===== src/rtl/sd_cmd_pkg.sv =====
package sd_cmd_pkg;
  localparam int unsigned IDX_W      = 6;
  localparam int unsigned ARG_W      = 32;
  localparam int unsigned HDR_W      = 2 + IDX_W + ARG_W;  // bits covered by the command CRC
  localparam int unsigned FRAME_BITS = HDR_W + 8;
  localparam int unsigned SHORT_BITS = 48;
  localparam int unsigned LONG_BITS  = 136;
  localparam int unsigned RSP_W      = 128;
  localparam int unsigned NFLAG      = 5;

  localparam int unsigned FLG_SENT = 0;
  localparam int unsigned FLG_OK   = 1;
  localparam int unsigned FLG_FAIL = 2;
  localparam int unsigned FLG_TMO  = 3;
  localparam int unsigned FLG_IRQ  = 4;

  typedef enum logic [2:0] {
    ST_IDLE,
    ST_PEND,
    ST_SEND,
    ST_WAIT,
    ST_RECV,
    ST_GAP
  } cmd_state_e;

  function automatic logic [6:0] crc7_step(input logic [6:0] crc, input logic din);
    logic fb;
    fb = crc[6] ^ din;
    crc7_step = {crc[5:0], 1'b0} ^ (fb ? 7'h09 : 7'h00);
  endfunction
endpackage


===== src/rtl/sd_crc7.sv =====
module sd_crc7 import sd_cmd_pkg::*; (
  input  logic       clk_i,
  input  logic       rst_ni,
  input  logic       clr_i,
  input  logic       en_i,
  input  logic       bit_i,
  output logic [6:0] crc_o
);
  logic [6:0] crc_q;

  always_ff @(posedge clk_i or negedge rst_ni) begin
    if (!rst_ni)            crc_q <= '0;
    else if (clr_i && en_i) crc_q <= crc7_step(7'h00, bit_i);
    else if (clr_i)         crc_q <= '0;
    else if (en_i)          crc_q <= crc7_step(crc_q, bit_i);
  end

  assign crc_o = crc_q;
endmodule


===== src/rtl/sd_cmd_tx.sv =====
module sd_cmd_tx import sd_cmd_pkg::*; (
  input  logic             clk_i,
  input  logic             rst_ni,
  input  logic             stb_i,
  input  logic             load_i,
  input  logic             run_i,
  input  logic [HDR_W-1:0] hdr_i,
  output logic             bit_o,
  output logic             last_o
);
  localparam int unsigned CNT_W = $clog2(FRAME_BITS);
  localparam logic [CNT_W-1:0] HDR_END = CNT_W'(HDR_W);
  localparam logic [CNT_W-1:0] CRC_END = CNT_W'(FRAME_BITS - 1);

  logic [HDR_W-1:0] sh_q;
  logic [CNT_W-1:0] cnt_q;
  logic             in_hdr, in_crc;
  logic [6:0]       crc_q;

  assign in_hdr = cnt_q < HDR_END;
  assign in_crc = !in_hdr && (cnt_q < CRC_END);

  always_ff @(posedge clk_i or negedge rst_ni) begin
    if (!rst_ni) begin
      sh_q  <= '0;
      cnt_q <= '0;
      crc_q <= '0;
    end else if (load_i) begin
      sh_q  <= hdr_i;
      cnt_q <= '0;
      crc_q <= '0;
    end else if (stb_i && run_i) begin
      // CRC accumulates on the header, then shifts out behind it
      if (in_hdr) begin
        crc_q <= crc7_step(crc_q, sh_q[HDR_W-1]);
        sh_q  <= {sh_q[HDR_W-2:0], 1'b0};
      end else if (in_crc) begin
        crc_q <= {crc_q[5:0], 1'b0};
      end
      if (cnt_q != CRC_END) cnt_q <= cnt_q + 1'b1;
    end
  end

  assign bit_o  = in_hdr ? sh_q[HDR_W-1] : (in_crc ? crc_q[6] : 1'b1);
  assign last_o = stb_i && run_i && (cnt_q == CRC_END);
endmodule


===== src/rtl/sd_cmd_rx.sv =====
module sd_cmd_rx import sd_cmd_pkg::*; (
  input  logic             clk_i,
  input  logic             rst_ni,
  input  logic             stb_i,
  input  logic             start_i,
  input  logic             active_i,
  input  logic             long_i,
  input  logic             bit_i,
  output logic             done_o,
  output logic             match_o,
  output logic [RSP_W-1:0] rsp_o
);
  localparam int unsigned CNT_W = $clog2(LONG_BITS + 1);
  localparam logic [CNT_W-1:0] N_SHORT = CNT_W'(SHORT_BITS);
  localparam logic [CNT_W-1:0] N_LONG  = CNT_W'(LONG_BITS);
  localparam logic [CNT_W-1:0] LONG_SKIP = CNT_W'(LONG_BITS - RSP_W);

  logic [CNT_W-1:0] cnt_q, k, n_bits, first_cov, last_cov;
  logic [RSP_W-1:0] sh_q;
  logic             cov, take;
  logic [6:0]       crc;

  assign n_bits    = long_i ? N_LONG : N_SHORT;
  assign first_cov = long_i ? LONG_SKIP : '0;
  assign last_cov  = n_bits - CNT_W'(9);
  assign k         = start_i ? '0 : cnt_q;
  assign cov       = (k >= first_cov) && (k <= last_cov);
  assign take      = stb_i && (start_i || active_i);

  always_ff @(posedge clk_i or negedge rst_ni) begin
    if (!rst_ni) begin
      sh_q  <= '0;
      cnt_q <= '0;
    end else if (start_i) begin
      sh_q  <= {{(RSP_W-1){1'b0}}, bit_i};
      cnt_q <= CNT_W'(1);
    end else if (take) begin
      sh_q  <= {sh_q[RSP_W-2:0], bit_i};
      cnt_q <= cnt_q + 1'b1;
    end
  end

  sd_crc7 u_crc (
    .clk_i  (clk_i),
    .rst_ni (rst_ni),
    .clr_i  (start_i),
    .en_i   (take && cov),
    .bit_i  (bit_i),
    .crc_o  (crc)
  );

  assign done_o  = active_i && stb_i && (cnt_q == n_bits - CNT_W'(1));
  // sh_q[6:0] holds reply bits 7..1 while the end bit is on the line
  assign match_o = (crc == sh_q[6:0]);
  assign rsp_o   = sh_q;

  AST_RX_BOUND: assert property (@(posedge clk_i) disable iff (!rst_ni)
    active_i |-> (cnt_q < n_bits));
endmodule


===== src/rtl/sd_cmd_engine.sv =====
module sd_cmd_engine import sd_cmd_pkg::*; #(
  parameter int unsigned TMO_STROBES = 64,
  parameter int unsigned GAP_STROBES = 8
) (
  input  logic             clk_i,
  input  logic             rst_ni,
  input  logic             ck_stb_i,
  input  logic             cmd_wr_i,
  input  logic             cmd_en_i,
  input  logic [IDX_W-1:0] cmd_idx_i,
  input  logic [ARG_W-1:0] cmd_arg_i,
  input  logic             rsp_req_i,
  input  logic             rsp_long_i,
  input  logic             ign_crc_i,
  input  logic             irq_wait_i,
  input  logic             pend_i,
  input  logic             data_pend_i,
  input  logic [NFLAG-1:0] clr_i,
  input  logic             cmd_i,
  output logic             cmd_o,
  output logic             cmd_oe_o,
  output logic             busy_o,
  output logic [NFLAG-1:0] flags_o,
  output logic [RSP_W-1:0] rsp_o
);
  localparam int unsigned MAXC  = (TMO_STROBES > GAP_STROBES) ? TMO_STROBES : GAP_STROBES;
  localparam int unsigned CNT_W = (MAXC > 2) ? $clog2(MAXC) : 1;
  localparam logic [CNT_W-1:0] TMO_LAST = CNT_W'(TMO_STROBES - 1);
  localparam logic [CNT_W-1:0] GAP_LAST = CNT_W'(GAP_STROBES - 1);
  localparam int unsigned GS_W = $clog2(GAP_STROBES + 1);
  localparam logic [GS_W-1:0] GAP_SAT = GS_W'(GAP_STROBES);

  cmd_state_e       state_q, state_d;
  logic [CNT_W-1:0] cnt_q, cnt_d;
  logic [IDX_W-1:0] idx_q;
  logic [ARG_W-1:0] arg_q;
  logic             rsp_q, long_q, ign_q, irq_q, pend_q, go_q;
  logic [NFLAG-1:0] flags_q, set_flags;
  logic             acc, abort, tx_load, tx_bit, tx_last, rx_start, rx_done, rx_match;

  assign acc   = cmd_wr_i && cmd_en_i && !go_q &&
                 ((state_q == ST_IDLE) || (state_q == ST_GAP));
  assign abort = cmd_wr_i && !cmd_en_i &&
                 ((state_q == ST_PEND) || (state_q == ST_WAIT));

  always_comb begin
    state_d   = state_q;
    cnt_d     = cnt_q;
    set_flags = '0;
    tx_load   = 1'b0;
    rx_start  = 1'b0;
    if (abort) begin
      state_d = ST_GAP;
      cnt_d   = '0;
    end else if (ck_stb_i) begin
      unique case (state_q)
        ST_IDLE: if (go_q) begin
          if (pend_q) state_d = ST_PEND;
          else begin
            state_d = ST_SEND;
            tx_load = 1'b1;
          end
        end
        ST_PEND: if (data_pend_i) begin
          state_d = ST_SEND;
          tx_load = 1'b1;
        end
        ST_SEND: if (tx_last) begin
          cnt_d = '0;
          if (rsp_q || irq_q) state_d = ST_WAIT;
          else begin
            state_d             = ST_GAP;
            set_flags[FLG_SENT] = 1'b1;
          end
        end
        ST_WAIT: begin
          if (!cmd_i) begin
            cnt_d = '0;
            if (irq_q) begin
              state_d            = ST_GAP;
              set_flags[FLG_IRQ] = 1'b1;
            end else begin
              state_d  = ST_RECV;
              rx_start = 1'b1;
            end
          end else if (!irq_q) begin
            if (cnt_q == TMO_LAST) begin
              state_d            = ST_GAP;
              cnt_d              = '0;
              set_flags[FLG_TMO] = 1'b1;
            end else begin
              cnt_d = cnt_q + 1'b1;
            end
          end
        end
        ST_RECV: if (rx_done) begin
          state_d = ST_GAP;
          cnt_d   = '0;
          if (rx_match || ign_q) set_flags[FLG_OK]   = 1'b1;
          else                   set_flags[FLG_FAIL] = 1'b1;
        end
        ST_GAP: begin
          if (cnt_q == GAP_LAST) state_d = ST_IDLE;
          else                   cnt_d   = cnt_q + 1'b1;
        end
        default: state_d = ST_IDLE;
      endcase
    end
  end

  always_ff @(posedge clk_i or negedge rst_ni) begin
    if (!rst_ni) begin
      state_q <= ST_IDLE;
      cnt_q   <= '0;
      flags_q <= '0;
      go_q    <= 1'b0;
      idx_q   <= '0;
      arg_q   <= '0;
      rsp_q   <= 1'b0;
      long_q  <= 1'b0;
      ign_q   <= 1'b0;
      irq_q   <= 1'b0;
      pend_q  <= 1'b0;
    end else begin
      state_q <= state_d;
      cnt_q   <= cnt_d;
      flags_q <= (flags_q & ~clr_i) | set_flags;
      if (acc) begin
        go_q   <= 1'b1;
        idx_q  <= cmd_idx_i;
        arg_q  <= cmd_arg_i;
        rsp_q  <= rsp_req_i;
        long_q <= rsp_long_i;
        ign_q  <= ign_crc_i;
        irq_q  <= irq_wait_i;
        pend_q <= pend_i;
      end else if (ck_stb_i && (state_q == ST_IDLE)) begin
        go_q <= 1'b0;
      end
    end
  end

  sd_cmd_tx u_tx (
    .clk_i  (clk_i),
    .rst_ni (rst_ni),
    .stb_i  (ck_stb_i),
    .load_i (tx_load),
    .run_i  (state_q == ST_SEND),
    .hdr_i  ({2'b01, idx_q, arg_q}),
    .bit_o  (tx_bit),
    .last_o (tx_last)
  );

  sd_cmd_rx u_rx (
    .clk_i    (clk_i),
    .rst_ni   (rst_ni),
    .stb_i    (ck_stb_i),
    .start_i  (rx_start),
    .active_i (state_q == ST_RECV),
    .long_i   (long_q),
    .bit_i    (cmd_i),
    .done_o   (rx_done),
    .match_o  (rx_match),
    .rsp_o    (rsp_o)
  );

  assign cmd_oe_o = (state_q == ST_SEND);
  assign cmd_o    = cmd_oe_o ? tx_bit : 1'b1;
  assign busy_o   = go_q || (state_q != ST_IDLE);
  assign flags_o  = flags_q;

  // strobes seen with the line released since the last driven cycle
  logic [GS_W-1:0] gap_seen_q;
  always_ff @(posedge clk_i or negedge rst_ni) begin
    if (!rst_ni)                               gap_seen_q <= GAP_SAT;
    else if (cmd_oe_o)                         gap_seen_q <= '0;
    else if (ck_stb_i && gap_seen_q < GAP_SAT) gap_seen_q <= gap_seen_q + 1'b1;
  end

  AST_START_LOW: assert property (@(posedge clk_i) disable iff (!rst_ni)
    $rose(cmd_oe_o) |-> !cmd_o);
  AST_GAP_KEPT: assert property (@(posedge clk_i) disable iff (!rst_ni)
    $rose(cmd_oe_o) |-> (gap_seen_q >= GAP_SAT));
  AST_FLAGS_STICKY: assert property (@(posedge clk_i) disable iff (!rst_ni)
    (clr_i == '0) |=> ((flags_o & $past(flags_o)) == $past(flags_o)));
  AST_CRC_EXCL: assert property (@(posedge clk_i) disable iff (!rst_ni)
    !($rose(flags_o[FLG_OK]) && $rose(flags_o[FLG_FAIL])));
  AST_IRQ_NO_TMO: assert property (@(posedge clk_i) disable iff (!rst_ni)
    ((state_q == ST_WAIT) && irq_q) |=> !$rose(flags_o[FLG_TMO]));
endmodule


===== config.mk =====
export PLATFORM = sky130hd
export DESIGN_NAME = sd_cmd_engine
export DESIGN_NICKNAME = d
export VERILOG_FILES = /design/src/rtl/sd_cmd_pkg.sv /design/src/rtl/sd_crc7.sv /design/src/rtl/sd_cmd_tx.sv /design/src/rtl/sd_cmd_rx.sv /design/src/rtl/sd_cmd_engine.sv
export SDC_FILE = /design/constraint.sdc
export NUM_CORES = 1
export LEC_CHECK = 0
export BUFFER_PORTS_ARGS = -buffer_cell sky130_fd_sc_hd__buf_2
export CAP_MARGIN = 15
export CORE_MARGIN = 2
export CORE_UTILIZATION = 55
export CTS_BUF_LIST = sky130_fd_sc_hd__clkbuf_4
export CTS_CLUSTER_DIAMETER = 150
export DETAILED_ROUTE_END_ITERATION = 10
export PLACE_DENSITY = 0.79
export SYNTH_ARGS = -nofsm -noshare
export SYNTH_HDL_FRONTEND = slang
export SYNTH_SLANG_ARGS = --single-unit
export TNS_END_PERCENT = 1

===== constraint.sdc =====
create_clock -name clk_i -period 3.48 [get_ports clk_i]
set_input_delay 0.174 -clock clk_i [delete_from_list [all_inputs] [get_ports clk_i]]
set_output_delay 0.174 -clock clk_i [all_outputs]
set_load 0.05 [all_outputs]

==> results.toml <==
[clock_tree]
cts_htree_levels = 3
cts.clk_slew.worst_paths_ns = 0.06
post_cts_resized = 0
clock_tree_from_tritoncts = "built"
worst_skew_pair.late_latency_ns = 0.65
cts-root-buf = "sky130_fd_sc_hd__clkbuf_4"
cts_setup_buffers = 0
cts-hold-fix-buffers = 55
cts_sinks = 254
cts_max_path_buffers = 3
cts-buffers-inserted = 67

[global_routing]
wire_length_of_the_first_global_routing_pass_um = 40800
grt_usage_pct = 24.2
grt_antenna_before_repair = 1
grt_start_max_net_pins = 106
first_global_vias = 8486
globalRoute.totalOverflow = 0

[status]
outcome = "completed"

[critical_path]
critical-path-slowest-cell = "sky130_fd_sc_hd__dfrtp_1"
critPathMaxStageDelay_ns = 0.52
critical_path_buffer_and_inverter_count = 1
endpoint_kind = "register"
critPathRequiredTime_ns = 4.04
path_class = "register to register"
crit_fanout = 14
crit_path_start_kind = "register"
path_cells = "and3b_4 -> nand4_1 -> nand2_1 -> inv_1 -> ha_1 -> maj3_1 -> a311o_1 -> o211a_2 -> nor3_4 -> mux2i_1"
crit_arrival_ns = 3.52
path_delay_family = "simple AND/OR/NAND/NOR gates"

[die]
floorplan.die.width_um = 145
core-area_sq_um = 19500
top_level_ports = 191
die_area_sq_um = 21000
core.rowCount = 51
die_h_um = 145
initial_core_util_pct = 56.1

[sta]
share_of_the_cycle_needed_by_the_critical_path_after_routing_pct = 85.1
timing.setup.tns_ns = 0
setup_viol_count_final = 0
clock.fmax_mhz = 338
timing.clock.skew_ns = 0.0339
finalHoldWorstSlack_ns = 0.121
relative_max_transition_margin_pct = 27.7
slew_viol_final = 0
layout_setup_ws_ns = 0.518
worst_pin_slew_ns = 1.08
report.final.hold_viol_count = 0
layout_min_cycle_time_ns = 2.96
rsz0062_at_grt = "no"

[route]
drt-total-wl_um = 25400
route.antenna.remaining_nets = 0
post-route-drc-count = 0
via_count = 8877
first_pass_iters = 5
first_iter_violations = 576
viasPerCell = 5.29
wl_per_cell_um = 15.1

[synthesis]
synth_cell_type_count = 54
post-synth-top-area-cell = "sky130_fd_sc_hd__dfrtp_1"
ys_seq_area_share_pct = 58.2
synthFlopType = "sky130_fd_sc_hd__dfrtp_1"
synth-xor-area-share_pct = 1.85
synth-edff-count = 0
synth.top_cells.by_count = "sky130_fd_sc_hd__nand2_1, sky130_fd_sc_hd__dfrtp_1, sky130_fd_sc_hd__a21oi_1"
synth_compound_gate_area_share_pct = 11.0
post_synth_instance_area_sq_um = 10900
area_share_of_and_or_nand_nor_cells_after_synthesis_pct = 16.1
number_of_synthesized_register_bits = 254
main_combinational_cell_family_by_area_after_synthesis = "simple AND/OR/NAND/NOR gates"
synth_fp_nets = 1171
syn_area_per_cell_sq_um = 9.83
synth.area.mux_share_pct = 8.85
yosys.cell_count.top_type = "sky130_fd_sc_hd__nand2_1"
asyncSetResetFlopFracSynth_pct = 100
cell_count_after_synthesis = 1110
ys_warn_count = 0
synthAdderAreaFrac_pct = 0.780
yosys-top-cells-area = "sky130_fd_sc_hd__dfrtp_1, sky130_fd_sc_hd__nand2_1, sky130_fd_sc_hd__a21oi_1"
synth_top_area_share_pct = 58.2

[min_path]
worst_hold_path_type = "primary input to async pin"

[job]
maximum_capacitance_violations = 0

[layout]
nFillCells = 1455
num-nets-final = 1428
share_of_final_layout_standard_cells_stronger_than_drive_strength_1_pct = 26.2
synthToLayoutAreaGrowth_pct = 23.9
finish.utilization_pct = 69.5

[placement]
place.detailed.hpwl_um = 15500
finalWeightedCongestion = 0.810
placement.io_buffers = 190
preCtsSetupSlack_ns = 0.484

[power_and_ir_drop]
power_density_nw_per_um2 = 651
vdd_drop_max_mv = 0.418
power.leakage_nw = 6.81
power.total_mw = 8.80
[layer usage]
| metal | vias up | global-route usage, % | wire (um) |
|---|---|---|---|
| met3 | 56 | 5.86 | 1410 |
| met1 | 4289 | 31.4 | 10700 |
| met5 | - | 0 | 0 |
| li1 | 4279 | - | - |
| met2 | 253 | 38.9 | 12600 |
| met4 | 0 | 10.6 | 727 |
[cell usage in the layout (no fill, tap or decap), types with 25 or more instances in the layout]
cell type                       instances
sky130_fd_sc_hd__clkbuf_4             104
sky130_fd_sc_hd__nor2_1                25
sky130_fd_sc_hd__o21ai_0               58
sky130_fd_sc_hd__nand2_1              341
sky130_fd_sc_hd__buf_2                189
sky130_fd_sc_hd__a21oi_1              137
sky130_fd_sc_hd__mux2i_1               47
sky130_fd_sc_hd__dlygate4sd3_1         55
sky130_fd_sc_hd__dfrtp_1              254
sky130_fd_sc_hd__mux2_2                44
[power breakdown]
group          internal (mW)  leakage, nW  switching (mW)  total (mW)
clock                   1.50        0.523            1.20        2.71
sequential              3.53         3.41           0.446        3.97
combinational          0.857         2.88            1.27        2.12
[kinds of logic (layout without fill, tap and decap cells)]
logic type | after synthesis | count (layout)
buffers and inverters | 86 | 388
adder cells (fa/ha/maj) | 7 | 7
other | 0 | 1
flip-flops | 254 | 254
multiplexers | 91 | 91
AO/OA/AOI/OAI | 224 | 224
AND/OR/NAND/NOR | 425 | 425
XOR/XNOR | 23 | 23
[through the flow]
stage | cells | cell area, sq um
floorplan | 1110 | 10900
global placement | 1508 | 12100
detailed placement | 1508 | 12100
CTS | 1677 | 13500
global route | 1678 | 13500
finish | 1678 | 13500
[worst paths after layout]
kind	startpoint	end	slack, ns	cells after the start
max	state_q[2]	u_rx.u_crc.crc_o[1]	0.52	10
min	rst_ni	arg_q[24]	0.12	2
max reg2reg	state_q[2]	u_rx.u_crc.crc_o[1]	0.52	10
min reg2reg	arg_q[23]	u_tx.sh_q[23]	0.48	2
max in group asynchronous	rst_ni	u_rx.rsp_o[100]	2.44	3
min in group clk_i	cmd_wr_i	u_rx.cnt_q[0]	0.19	5
[cell type report]
cell class	count	area, sq um	share of cell area (%)
Inverter	13	48.8	0.361
Timing Repair Buffer	261	1670	12.3
Multi-Input combinational cell	770	4230	31.3
Clock buffer	104	781	5.77
Tap cell	265	332	2.45
Clock inverter	10	104	0.768
Sequential cell	254	6360	47.0
Antenna cell	1	2.50	0.0185
[registers in the layout, indices dropped and copies added (netlist names), 7 cells and up]
register and cells:
arg_q 32, u_rx.cnt_q 8, u_rx.rsp_o 128, u_rx.u_crc.crc_o 7, u_tx.crc_q 7, u_tx.sh_q 40
Note: power is estimated with default switching activity, not from simulation.
